### src/rtl/dma_ser_pkg.sv
package dma_ser_pkg;

    typedef enum logic [1:0] {
        F_IDLE,
        F_START,
        F_DATA
    } frm_state_e;

    typedef enum logic [2:0] {
        G_IDLE,
        G_CHAN,
        G_HELD,
        G_TCEND,
        G_DRAIN
    } gnt_state_e;

endpackage

### src/rtl/dma_req_framer.sv
module dma_req_framer
    import dma_ser_pkg::*;
#(
    parameter int                   NUM_SLOTS = 8,
    parameter logic [NUM_SLOTS-1:0] SLOT_MASK = '1,
    parameter int                   CH_W      = $clog2(NUM_SLOTS)
) (
    input  logic                 clk,
    input  logic                 rst_n,
    input  logic [NUM_SLOTS-1:0] dreq_i,
    input  logic                 grant_evt_i,
    output logic                 req_n_o
);

    localparam logic [1:0] RUN_MAX = 2'd3;
    localparam logic [CH_W-1:0] LAST_SLOT = CH_W'(NUM_SLOTS - 1);

    typedef struct packed {
        frm_state_e           st;
        logic [CH_W-1:0]      slot;
        logic [NUM_SLOTS-1:0] snap;
        logic                 req_n;
        logic [1:0]           run;
        logic                 gflag;
    } frm_t;

    frm_t q, d;
    logic [NUM_SLOTS-1:0] masked;
    logic [1:0]           need;

    always_comb begin
        d      = q;
        masked = dreq_i & SLOT_MASK;
        need   = q.gflag ? 2'd2 : 2'd1;
        case (q.st)
            F_IDLE: begin
                if ((masked != q.snap) && (q.run >= need)) begin
                    d.st    = F_START;
                    d.req_n = 1'b0;
                    d.snap  = masked;
                    d.gflag = 1'b0;
                end else if (q.run != RUN_MAX) begin
                    d.run = q.run + 2'd1;
                end
            end
            F_START: begin
                d.st    = F_DATA;
                d.slot  = '0;
                d.req_n = ~q.snap[0];
            end
            F_DATA: begin
                if (q.slot == LAST_SLOT) begin
                    d.st    = F_IDLE;
                    d.req_n = 1'b1;
                    d.run   = 2'd1;
                end else begin
                    d.slot  = q.slot + 1'b1;
                    d.req_n = ~q.snap[q.slot + 1'b1];
                end
            end
            default: d.st = F_IDLE;
        endcase
        if (grant_evt_i) d.gflag = 1'b1;
    end

    always_ff @(posedge clk or negedge rst_n) begin
        if (!rst_n) begin
            q <= '{st: F_IDLE, slot: '0, snap: '0, req_n: 1'b1, run: RUN_MAX, gflag: 1'b0};
        end else begin
            q <= d;
        end
    end

    assign req_n_o = q.req_n;

endmodule

### src/rtl/dma_gnt_decoder.sv
module dma_gnt_decoder
    import dma_ser_pkg::*;
#(
    parameter int                   NUM_SLOTS = 8,
    parameter logic [NUM_SLOTS-1:0] SLOT_MASK = '1,
    parameter int                   CH_W      = $clog2(NUM_SLOTS)
) (
    input  logic                 clk,
    input  logic                 rst_n,
    input  logic                 gnt_n_i,
    input  logic                 io_strobe_i,
    input  logic                 io_tc_i,
    output logic                 grant_evt_o,
    output logic [NUM_SLOTS-1:0] dack_n_o,
    output logic                 tc_o
);

    localparam logic [CH_W-1:0] LAST_BIT = CH_W'(CH_W - 1);

    typedef struct packed {
        gnt_state_e      st;
        logic [CH_W-1:0] bitn;
        logic [CH_W-1:0] ch;
        logic            act;
        logic            tc;
    } gnt_t;

    gnt_t q, d;

    always_comb begin
        d           = q;
        d.tc        = 1'b0;
        grant_evt_o = (q.st == G_CHAN) && (q.bitn == LAST_BIT);
        case (q.st)
            G_IDLE: begin
                if (!gnt_n_i) begin
                    d.st   = G_CHAN;
                    d.bitn = '0;
                    d.ch   = '0;
                end
            end
            G_CHAN: begin
                d.ch[q.bitn] = gnt_n_i;
                if (q.bitn == LAST_BIT) begin
                    d.st  = G_HELD;
                    d.act = 1'b1;
                end else begin
                    d.bitn = q.bitn + 1'b1;
                end
            end
            G_HELD: begin
                if (gnt_n_i) begin
                    d.act = 1'b0;
                    d.st  = G_IDLE;
                end else if (io_strobe_i && io_tc_i && SLOT_MASK[q.ch]) begin
                    d.tc = 1'b1;
                    d.st = G_TCEND;
                end
            end
            G_TCEND: begin
                d.act = 1'b0;
                d.st  = gnt_n_i ? G_IDLE : G_DRAIN;
            end
            G_DRAIN: begin
                if (gnt_n_i) d.st = G_IDLE;
            end
            default: d.st = G_IDLE;
        endcase
    end

    always_ff @(posedge clk or negedge rst_n) begin
        if (!rst_n) begin
            q <= '{st: G_IDLE, bitn: '0, ch: '0, act: 1'b0, tc: 1'b0};
        end else begin
            q <= d;
        end
    end

    for (genvar i = 0; i < NUM_SLOTS; i++) begin : g_ack
        assign dack_n_o[i] = ~(q.act & SLOT_MASK[i] & (q.ch == CH_W'(i)));
    end

    assign tc_o = q.tc;

endmodule

### src/rtl/dma_serial_link.sv
module dma_serial_link #(
    parameter int NUM_SLOTS = 8,
    parameter int HOLE_CH   = 4
) (
    input  logic                 clk,
    input  logic                 rst_n,
    input  logic [NUM_SLOTS-1:0] dreq_i,
    input  logic                 gnt_n_i,
    input  logic                 io_strobe_i,
    input  logic                 io_tc_i,
    output logic                 req_n_o,
    output logic [NUM_SLOTS-1:0] dack_n_o,
    output logic                 tc_o
);

    localparam int                   CH_W      = $clog2(NUM_SLOTS);
    localparam logic [NUM_SLOTS-1:0] SLOT_MASK = ~(NUM_SLOTS'(1) << HOLE_CH);

    logic grant_evt;

    dma_req_framer #(
        .NUM_SLOTS (NUM_SLOTS),
        .SLOT_MASK (SLOT_MASK),
        .CH_W      (CH_W)
    ) u_framer (
        .clk         (clk),
        .rst_n       (rst_n),
        .dreq_i      (dreq_i),
        .grant_evt_i (grant_evt),
        .req_n_o     (req_n_o)
    );

    dma_gnt_decoder #(
        .NUM_SLOTS (NUM_SLOTS),
        .SLOT_MASK (SLOT_MASK),
        .CH_W      (CH_W)
    ) u_decoder (
        .clk         (clk),
        .rst_n       (rst_n),
        .gnt_n_i     (gnt_n_i),
        .io_strobe_i (io_strobe_i),
        .io_tc_i     (io_tc_i),
        .grant_evt_o (grant_evt),
        .dack_n_o    (dack_n_o),
        .tc_o        (tc_o)
    );

endmodule

### config.mk
export PLATFORM = sky130hd
export DESIGN_NAME = dma_serial_link
export DESIGN_NICKNAME = d
export VERILOG_FILES = /design/src/rtl/dma_ser_pkg.sv /design/src/rtl/dma_req_framer.sv /design/src/rtl/dma_gnt_decoder.sv /design/src/rtl/dma_serial_link.sv
export SDC_FILE = /design/constraint.sdc
export NUM_CORES = 1
export LEC_CHECK = 0
export BUFFER_PORTS_ARGS = -buffer_cell sky130_fd_sc_hd__buf_2
export CAP_MARGIN = 30
export CORE_ASPECT_RATIO = 2
export CORE_UTILIZATION = 30
export DETAILED_ROUTE_END_ITERATION = 10
export GPL_TIMING_DRIVEN = 0
export PLACE_DENSITY_LB_ADDON = 0.12
export SLEW_MARGIN = 20
export SYNTH_ARGS = -nofsm -noshare
export SYNTH_HDL_FRONTEND = slang
export SYNTH_HIERARCHICAL = 1
export SYNTH_SLANG_ARGS = --single-unit
### constraint.sdc
create_clock -name clk -period 6.28 [get_ports clk]
set_clock_uncertainty 0.15 [all_clocks]
set_input_delay 0.314 -clock clk [delete_from_list [all_inputs] [get_ports clk]]
set_output_delay 0.314 -clock clk [all_outputs]
set_load 0.01 [all_outputs]
# Word level (Yosys, flattened, before mapping)
# Memory sizes are Yosys's and may differ from the RTL's.
# Index checks and enable logic that the tools add are counted.
# totals
regBits	27
wordCells	125
rom_bits	8
in_bits	13
n_memories	1
out_inout_bits	10
# classes
reduce_logical	25
bitwise_logic	16
mux	37
magnitude_cmp	5
n_addsub	3
n_eq_ne	27
# memory_table
memory	words	width	read_ports	rd_clocked_by_memory_dff	wr	line	text
(name not given)	8	1	1	0	0	dma_gnt_decoder.sv:55	end else if (io_strobe_i && io_tc_i && SLOT_MASK[q.ch]) begin
# op_table
cell	n
$mux 3	7
$ne 2x2->1 const B	8
$eq 3x2->1 const B	5
$eq 3x3->1 const B	5
$pmux 3 s5	1
$mux 1	13
$mux 2	6
$pmux 6 s2	1
$reduce_and 2->1	6
$reduce_bool 2->1	5
$mux 9	1
$not 1->1	9
$lt 3x4->1 const B	2
$reduce_and 4->1	2
$and 1x1->1	7
$ne 7x7->1	1
$add 3x1->3 const B	2
$eq 3x1->1 const B	2
$logic_not 3->1	2
$ne 2x1->1 const B	3
$pmux 1 s3	2
$pmux 2 s3	1
$pmux 3 s2	1
$reduce_and 3->1	2
14 further kinds	19

# Longest topological paths before layout
# Gate-level depths: netlist of the first run.
# depth
depth_word	6
ltp_mapped	7
mapped_depth_nobuf	7

# Modules after synthesis
# The synthesis of the first run kept the hierarchy.
# by_module_without_submodules
mod	seq_area_each_um2	area_per_inst_um2	n_inst	cells_per_inst
dma_req_framer	404.1	972.2	1	85
dma_gnt_decoder	275.3	700.7	1	84

# Worst setup path before layout of the first run
# Ideal clock, no wire load.
# synth_path
kind	reg2reg
startpoint	register u_framer/q[1] (netlist bit)
endpoint	register u_framer/q[16] (netlist bit)
path_buffers	0
slack_ps	4187
required_ps	6005
stages_incl_launch_ff	8
arrival_time_ps	1819
synth_period_minus_slack_ps	2093
setup_time_ps	125
path_cell_list	dfstp_2 inv_1 ha_1 nand2b_1 a21oi_1 a21oi_1 o21ai_1 mux2_2
# synth_between
elab_chain_len	4
# synth_rtl
item	line	text
start: declaration	dma_req_framer.sv:27	frm_t q, d;
start signal: assignment	dma_req_framer.sv:68	q <= '{st: F_IDLE, slot: '0, snap: '0, req_n: 1'b1, run: RUN_MAX, gflag: 1'b0};
$ge 2x2->1	dma_req_framer.sv:37	if ((masked != q.snap) && (q.run >= need)) begin
$logic_and 1x1->1	dma_req_framer.sv:37	
$ne 2x1->1 (no line)	n/a	
$reduce_and 2->1 (no line)	n/a	
# Every way passes these cells.
# A chain may end at the register's enable or synchronous reset.

# Final worst setup path of the first run
# Same ends and word-level chain as after synthesis.

==> reports/qor.csv, run 1 <==
stage,metric,value,unit
outcome,outcome,"complete, no violations",
cts,cts_tree,yes,
worst_setup_path,crit_arrival,2.30,ns
cts,cts_resized,0,
global_route,grt_usage,15.0,%
die,fp.dieW,54.8,um
worst_setup_path,path_max_fanout,4,
yosys,synth-simple-area-share,16.0,%
run,drv_cap,0,
global_route,antenna_found_initial,0,
worst_setup_path,timing_worst_setup_path_type,reg -> reg,
global_route,overflow,0,
yosys,synth_edf_count,0,
worst_setup_path,end_kind,flop,
cts,htree_levels,1,
cts,clk_path_buf_depth,2,
yosys,ys.warnings.count,6,
yosys,synth_fa_ha_area_share,9.72,%
detailed_routing,wl,3910,um
die,core_area,5370,um2
sta,setup_viol,0,
final_layout,fillers,557,
worst_setup_path,crit_start,u_framer/q[1],
worst_setup_path,start_kind,flop,
final_layout,fin_nets,220,
final_layout,multiInputGateArea,910,um2
die,initial_core_util,31.1,%
global_route,grt-busiest-layer,met2,
die,die_y,108,um
placed_design,gp_congestion,0.748,
die,rows,38,
final_layout,synthToLayoutAreaGrowth,13.7,%
global_route,grt_pass1_wl,6420,um
global_route,globalRouteMet3Util,1.84,%
yosys,postSynthCellCount,169,
sta,rsz0062_at_grt,false,
die,die-area,5900,um2
yosys,seq_area_frac_synth,40.6,%
yosys,synth_top_area_share,35.9,%
yosys,synth_nets,195,
final_layout,drive_gt1_share,21.8,%
detailed_routing,antenna_left,0,
final_layout,seq_area,679,um2
final_layout,diodes,0,
detailed_routing,drt_iter0_drc,21,
detailed_routing,wl_per_cell,15.4,um
yosys,syn_avg_cell_area,9.90,um2
cts,clkSlewWorstSetupHoldPaths,0.10,ns
detailed_routing,num_vias,1322,
cts,root_buffer,clkbuf_8,
placed_design,pre_cts_ws,3.97,ns
detailed_routing,drt_first_pass_iters,4,
yosys,synthTopCellsByArea,"dfrtp_1 36%, ha_1 9.7%, mux2_2 6.1%, dfstp_2 4.7%, inv_1 3.8%",
global_route,grt.met1_usage,14.4,%
global_route,grt_max_degree,28,
final_layout,instances_no_fill,253,
placed_design,dp.cells,248,
yosys,synth-xor-area-share,3.66,%
sta,maxSlewViolCount,0,
yosys,synth_top_flop_cell,dfrtp_1,
hold_path,hp-class,in -> reg,
sta,fin_crit,2.28,ns
placed_design,dp.final_hpwl,3160,um
yosys,synth_cell_types,44,
sta,timing.fmax,438,MHz
sta,finalCritPeriodShare,36.4,%
sta,setup_slack,4.00,ns
hold_path,min-delay-start,dreq_i[6],
global_route,grt.met2_usage,28.9,%
sta,max_slew_margin,59.3,%
worst_setup_path,reg2reg_from,u_framer/q[1],
sta,final.setup.tns,0,ns
detailed_routing,via_per_inst,5.23,
pwr,max-vdd-ir-drop,0.000244,V
pwr,power.density,509,nW/um2
die,io_pins,23,
global_route,grt_pass1_vias,1400,
cts,cts_num_sinks,27,
worst_setup_path,required,6.30,ns
sta,max_slew.worst_pin.slew,0.610,ns
placed_design,port_buffers,19,
pwr,leakage,0.840,nW
yosys,ys_ff_latch,27,
yosys,async_flop_share,100,%
yosys,synth_area,1670,um2
sta,final-hold-violation-count,0,
yosys,synth_compound_area_share,15.6,%
yosys,synth_top_family_by_area,simple AND/OR/NAND/NOR gates,
detailed_routing,drc_errors,0,
yosys,yosysTopAreaCell,dfrtp_1,
cts,cts_inserted_buffers,3,
yosys,synth.mux.area_fraction,9.20,%
cts,clk_latency,0.27,ns
critical path, stage by stage, from the launching register on:
cell	delay (ns)
dfstp_2	0.54
inv_1	0.06
ha_1	0.28
nand2b_1	0.14
a21oi_1	0.29
a21oi_1	0.17
o21ai_1	0.19
mux2_2	0.35
cells by family after synthesis:
| logic type | count (synthesis) |
|---|---|
| xor+xnor | 7 |
| flops | 27 |
| buf+inv | 21 |
| simple gates | 49 |
| compound gates | 38 |
| fa+ha+maj | 13 |
| mux | 13 |
| other cells | 1 |
path summary, 6_finish.rpt:
kind	to	slack [ns]	depth (start not counted)
worst max-delay path	u_framer/q[16]	4.00	7
max in group asynchronous	u_framer/q[5]	5.15	2
worst max register to register	u_framer/q[16]	4.00	7
worst min-delay path	u_framer/q[10]	0.15	2
min in group asynchronous	u_framer/q[15]	0.42	2
worst min register to register	u_framer/req_n_o	0.34	1
per-stage QoR:
stage	total power, mW	hold slack [ns]	area [um2]	utilization, %
2_1_floorplan	0.729	-0.132	1670	-
3_3_place_gp	0.846	0.214	1840	34.3
3_5_place_dp	0.879	0.224	1840	34.3
4_1_cts	0.986	0.141	1900	35.4
5_1_grt	1.07	0.144	1900	35.4
6_report	0.968	0.148	1900	35.4
registers in the layout, summed over array words and instances (netlist names):
name              flops
u_framer/q           15
u_decoder/q          10
u_decoder/tc_o        1
u_framer/req_n_o      1
area by class of cell:
cell class	count	area share (%)
repair buffers	20	5.53
inverters	17	3.36
clock buffers	3	2.17
well taps	60	3.95
plain buffers	4	1.05
clock inverters	1	0.395
multi-input cells	121	47.8
flip-flops and latches	27	35.7
placed cells by master (no fill, tap or decap), drive strengths merged, types with 6 or more instances in the layout:
cell type	count
nor2	12
nand3	7
ha	13
dfrtp	24
o21ai	7
nor2b	6
a21oi	8
nand2	6
mux2	9
inv	17
buf	22
xor2	7
per-layer routing:
| layer | vias up | wire [um] |
|---|---|---|
| li1 | 646 | - |
| met1 | 650 | 1420 |
| met2 | 19 | 2300 |
| met3 | 7 | 77 |
| met4 | 0 | 107 |
| met5 | - | 0 |
repair_timing:
action | CTS | global route
endpoints found under the hold margin | 24 | 0
hold buffers | 1 | 0
setup buffers | 0 | 0
where the power goes:
part	total [mW]	internal, mW	switching, mW
Clock	0.100	0.0450	0.0553
Combinational	0.525	0.240	0.285
Sequential	0.343	0.255	0.0876
Total	0.968	0.540	0.428
cells in the mapped netlist, types with 3 or more instances:
| master | count |
|---|---|
| mux2_2 | 9 |
| dfrtp_1 | 24 |
| mux2i_1 | 3 |
| nand3_1 | 7 |
| a22oi_1 | 3 |
| dfstp_2 | 3 |
| o21ai_0 | 6 |
| nor2b_1 | 6 |
| xor2_1 | 7 |
| a21oi_1 | 8 |
| inv_1 | 17 |
| o22ai_1 | 4 |
| nor2_1 | 12 |
| ha_1 | 13 |
| nand2_1 | 6 |
| nand4_1 | 4 |
| nand2b_1 | 4 |
No activity file was read; power rests on OpenSTA's default activity.
==> run 2: changes to the inputs <==
Clock period 6.28 ns to 2.2 ns, I/O delays scaled along.
==> run 2 against run 1 <==
Net effect:
- first-iteration DRC count rose by 62%
- largest cell class unchanged
- global-route usage rose by 0.11 points
- register-to-register slack worse by 3.9 ns
- utilization is 2.6 points higher
- highest routed layer unchanged
- final area up 7.2%
- largest power group unchanged
- critical endpoint unchanged
- power grew to 3.0 times the previous value
- critical path type unchanged
- wire length increased by 1.3%
- count of clock-buffer cells in the layout is the same
- non-clock buffer count rose by 12
==> reports/qor.csv, run 2 (same netlist as run 1, synthesis figures left out) <==
stage,metric,value,unit,change
worst_setup_path,timing_worst_setup_path_type,reg -> reg,,
detailed_routing,drt_first_pass_iters,4,,unchanged
placed_design,placement.cell_area,1840,um2,unchanged
cts,clkSlewWorstSetupHoldPaths,0.10,ns,about the same
sta,rsz0062_at_grt,false,,
worst_setup_path,end_kind,flop,,
sta,setup_viol,0,,unchanged
final_layout,synthToLayoutAreaGrowth,21.9,%,
worst_setup_path,crit_chain,inv_1 > ha_1 > nand2b_4 > a21oi_4 > a21oi_2 > o21ai_1 > mux2_2,,
placed_design,port_buffers,19,,unchanged
sta,timing.fmax,477,MHz,+8.9%
sta,hold_ws,0.0582,ns,-0.0898 ns
final_layout,top_regs,"u_framer/q: 15 flops, u_decoder/q: 10 flops",,
final_layout,instances_no_fill,265,,+4.7%
cts,htree_levels,1,,unchanged
final_layout,final_util,38.0,%,+2.6 points
sta,final-hold-violation-count,0,,unchanged
worst_setup_path,crit_start,u_framer/q[1],,
detailed_routing,num_vias,1366,,+3.3%
global_route,grt_pass1_vias,1411,,+0.79%
final_layout,layout_common_cells,"24 x dfrtp_1, 20 x buf_2, 17 x inv_1",,
worst_setup_path,path_max_fanout,4,,unchanged
worst_setup_path,slowest_delay,0.55,ns,about the same
global_route,grt_pass1_wl,6470,um,+0.75%
die,die-area,5900,um2,unchanged
detailed_routing,via_per_inst,5.15,,-1.4%
worst_setup_path,reg2reg_from,u_framer/q[1],,
placed_design,pre_cts_ws,-0.109,ns,-4.08 ns
detailed_routing,wl_per_cell,14.9,um,-3.3%
detailed_routing,antenna_left,0,,unchanged
final_layout,diodes,0,,unchanged
worst_setup_path,crit_arrival,2.12,ns,-0.18 ns
die,io_pins,23,,unchanged
sta,max_slew_margin,59.2,%,-0.17 points
placed_design,dp.cells,248,,unchanged
cts,clk_latency,0.27,ns,about the same
worst_setup_path,cp.depth,7,,unchanged
detailed_routing,drt_iter0_drc,34,,+62%
placed_design,dp.final_hpwl,3160,um,unchanged
sta,fin_crit,2.10,ns,-0.187 ns
worst_setup_path,cpMaxStageDelayCell,dfstp_2,,
cts,root_buffer,clkbuf_8,,
sta,setup_slack,0.103,ns,-3.89 ns
outcome,outcome,"complete, no violations",,
final_layout,largest_reg_flops,15,,unchanged
global_route,overflow,0,,unchanged
cts,cts_num_sinks,27,,unchanged
cts,cts_inserted_buffers,3,,unchanged
worst_setup_path,cp-endpoint,u_framer/q[16],,
hold_path,hp-class,in -> reg,,
global_route,grt_usage,15.1,%,+0.11 points
sta,maxSlewViolCount,0,,unchanged
worst_setup_path,start_kind,flop,,
die,fp.dieW,54.8,um,unchanged
global_route,grt_max_degree,28,,unchanged
worst_setup_path,r2r_slack,0.10,ns,-3.89 ns
pwr,max-vdd-ir-drop,0.000721,V,+200%
final_layout,final_area,2040,um2,+7.2%
cts,clk_path_buf_depth,2,,unchanged
detailed_routing,wl,3960,um,+1.3%
run,drv_cap,0,,unchanged
detailed_routing,drc_errors,0,,unchanged
final_layout,top_register,u_framer/q,,
worst_setup_path,worstRegToRegCells,7,,unchanged
final_layout,layout_commonest_cell,dfrtp_1,,
worst_setup_path,required,2.22,ns,-4.08 ns
die,rows,38,,unchanged
pwr,leakage,0.898,nW,+6.9%
placed_design,gp_congestion,0.748,,unchanged
worst_setup_path,critical-path-top-delay-family,flip-flops,,
pwr,power.density,1430,nW/um2,+180%
die,die_y,108,um,unchanged
final_layout,fin_nets,232,,+5.5%
sta,finalCritPeriodShare,95.3,%,+59 points
worst_setup_path,rr_endpoint,u_framer/q[16],,
cts,cts_tree,yes,,
sta,max_slew.worst_pin.slew,0.613,ns,+0.00251 ns
global_route,antenna_found_initial,0,,unchanged
die,initial_core_util,31.1,%,unchanged
final_layout,fillers,546,,-2.0%
die,core_area,5370,um2,unchanged
final_layout,drive_gt1_share,23.9,%,+2.1 points
worst_setup_path,worst-path-buf-inv,1,,unchanged
-- run 2: worst min-delay path, cell delays in order --
cell	delay (ns)
clkbuf_1	0.18
inv_1	0.09
o22ai_1	0.06
-- run 2: metal layers --
layer | part of all wire, % | GRT usage [%]
met1 | 36 | 14.4
met2 | 59 | 29.3
met3 | 1.8 | 1.84
met4 | 2.7 | 6.41
met5 | 0 | 0
-- run 2: area by class of cell --
class	count	area, um2	share of cell area [%]
Clock buffer	3	41.3	2.02
Buffer	4	20.0	0.982
Multi-Input combinational cell	121	935	45.8
Inverter	17	63.8	3.13
Timing Repair Buffer	32	218	10.7
Tap cell	60	75.1	3.68
Clock inverter	1	7.51	0.368
Sequential cell	27	679	33.3
-- run 2: timing repair --
action | 4_1_cts | 5_1_grt
resized for setup | 2 | 3
hold buffers | 10 | 0
endpoints found under the setup margin | 10 | 3
cloned | 0 | 0
buffers inserted | 2 | 1
pin swaps | 3 | 2
endpoints found under the hold margin | 33 | 0
-- run 2: worst min-delay path by stage --
stage                       start               to  slack, ns  cells after the start
after floorplan             rst_n  u_decoder/q[10]      -0.34                      0
after global placement      rst_n   u_framer/q[15]       0.01                      1
after detailed placement    rst_n   u_framer/q[13]       0.02                      1
after CTS                 gnt_n_i   u_decoder/q[4]       0.06                      3
after global routing      gnt_n_i   u_decoder/q[4]       0.07                      3
final                     gnt_n_i   u_decoder/q[4]       0.06                      3
-- run 2: stage by stage --
| stage | total power, mW | TNS, ns |
|---|---|---|
| after floorplan | 2.08 | 0 |
| after global placement | 2.42 | -0.190 |
| after detailed placement | 2.51 | -0.542 |
| after CTS | 2.89 | 0 |
| after global routing | 3.19 | 0 |
| final | 2.92 | 0 |
-- run 2: power breakdown --
| group | leakage [nW] | switching (mW) | total, mW | internal (mW) |
|---|---|---|---|---|
| combinational | 0.544 | 0.863 | 1.65 | 0.790 |
| clock | 0.0217 | 0.161 | 0.290 | 0.129 |
| sequential | 0.332 | 0.250 | 0.979 | 0.729 |
| total | 0.898 | 1.27 | 2.92 | 1.65 |
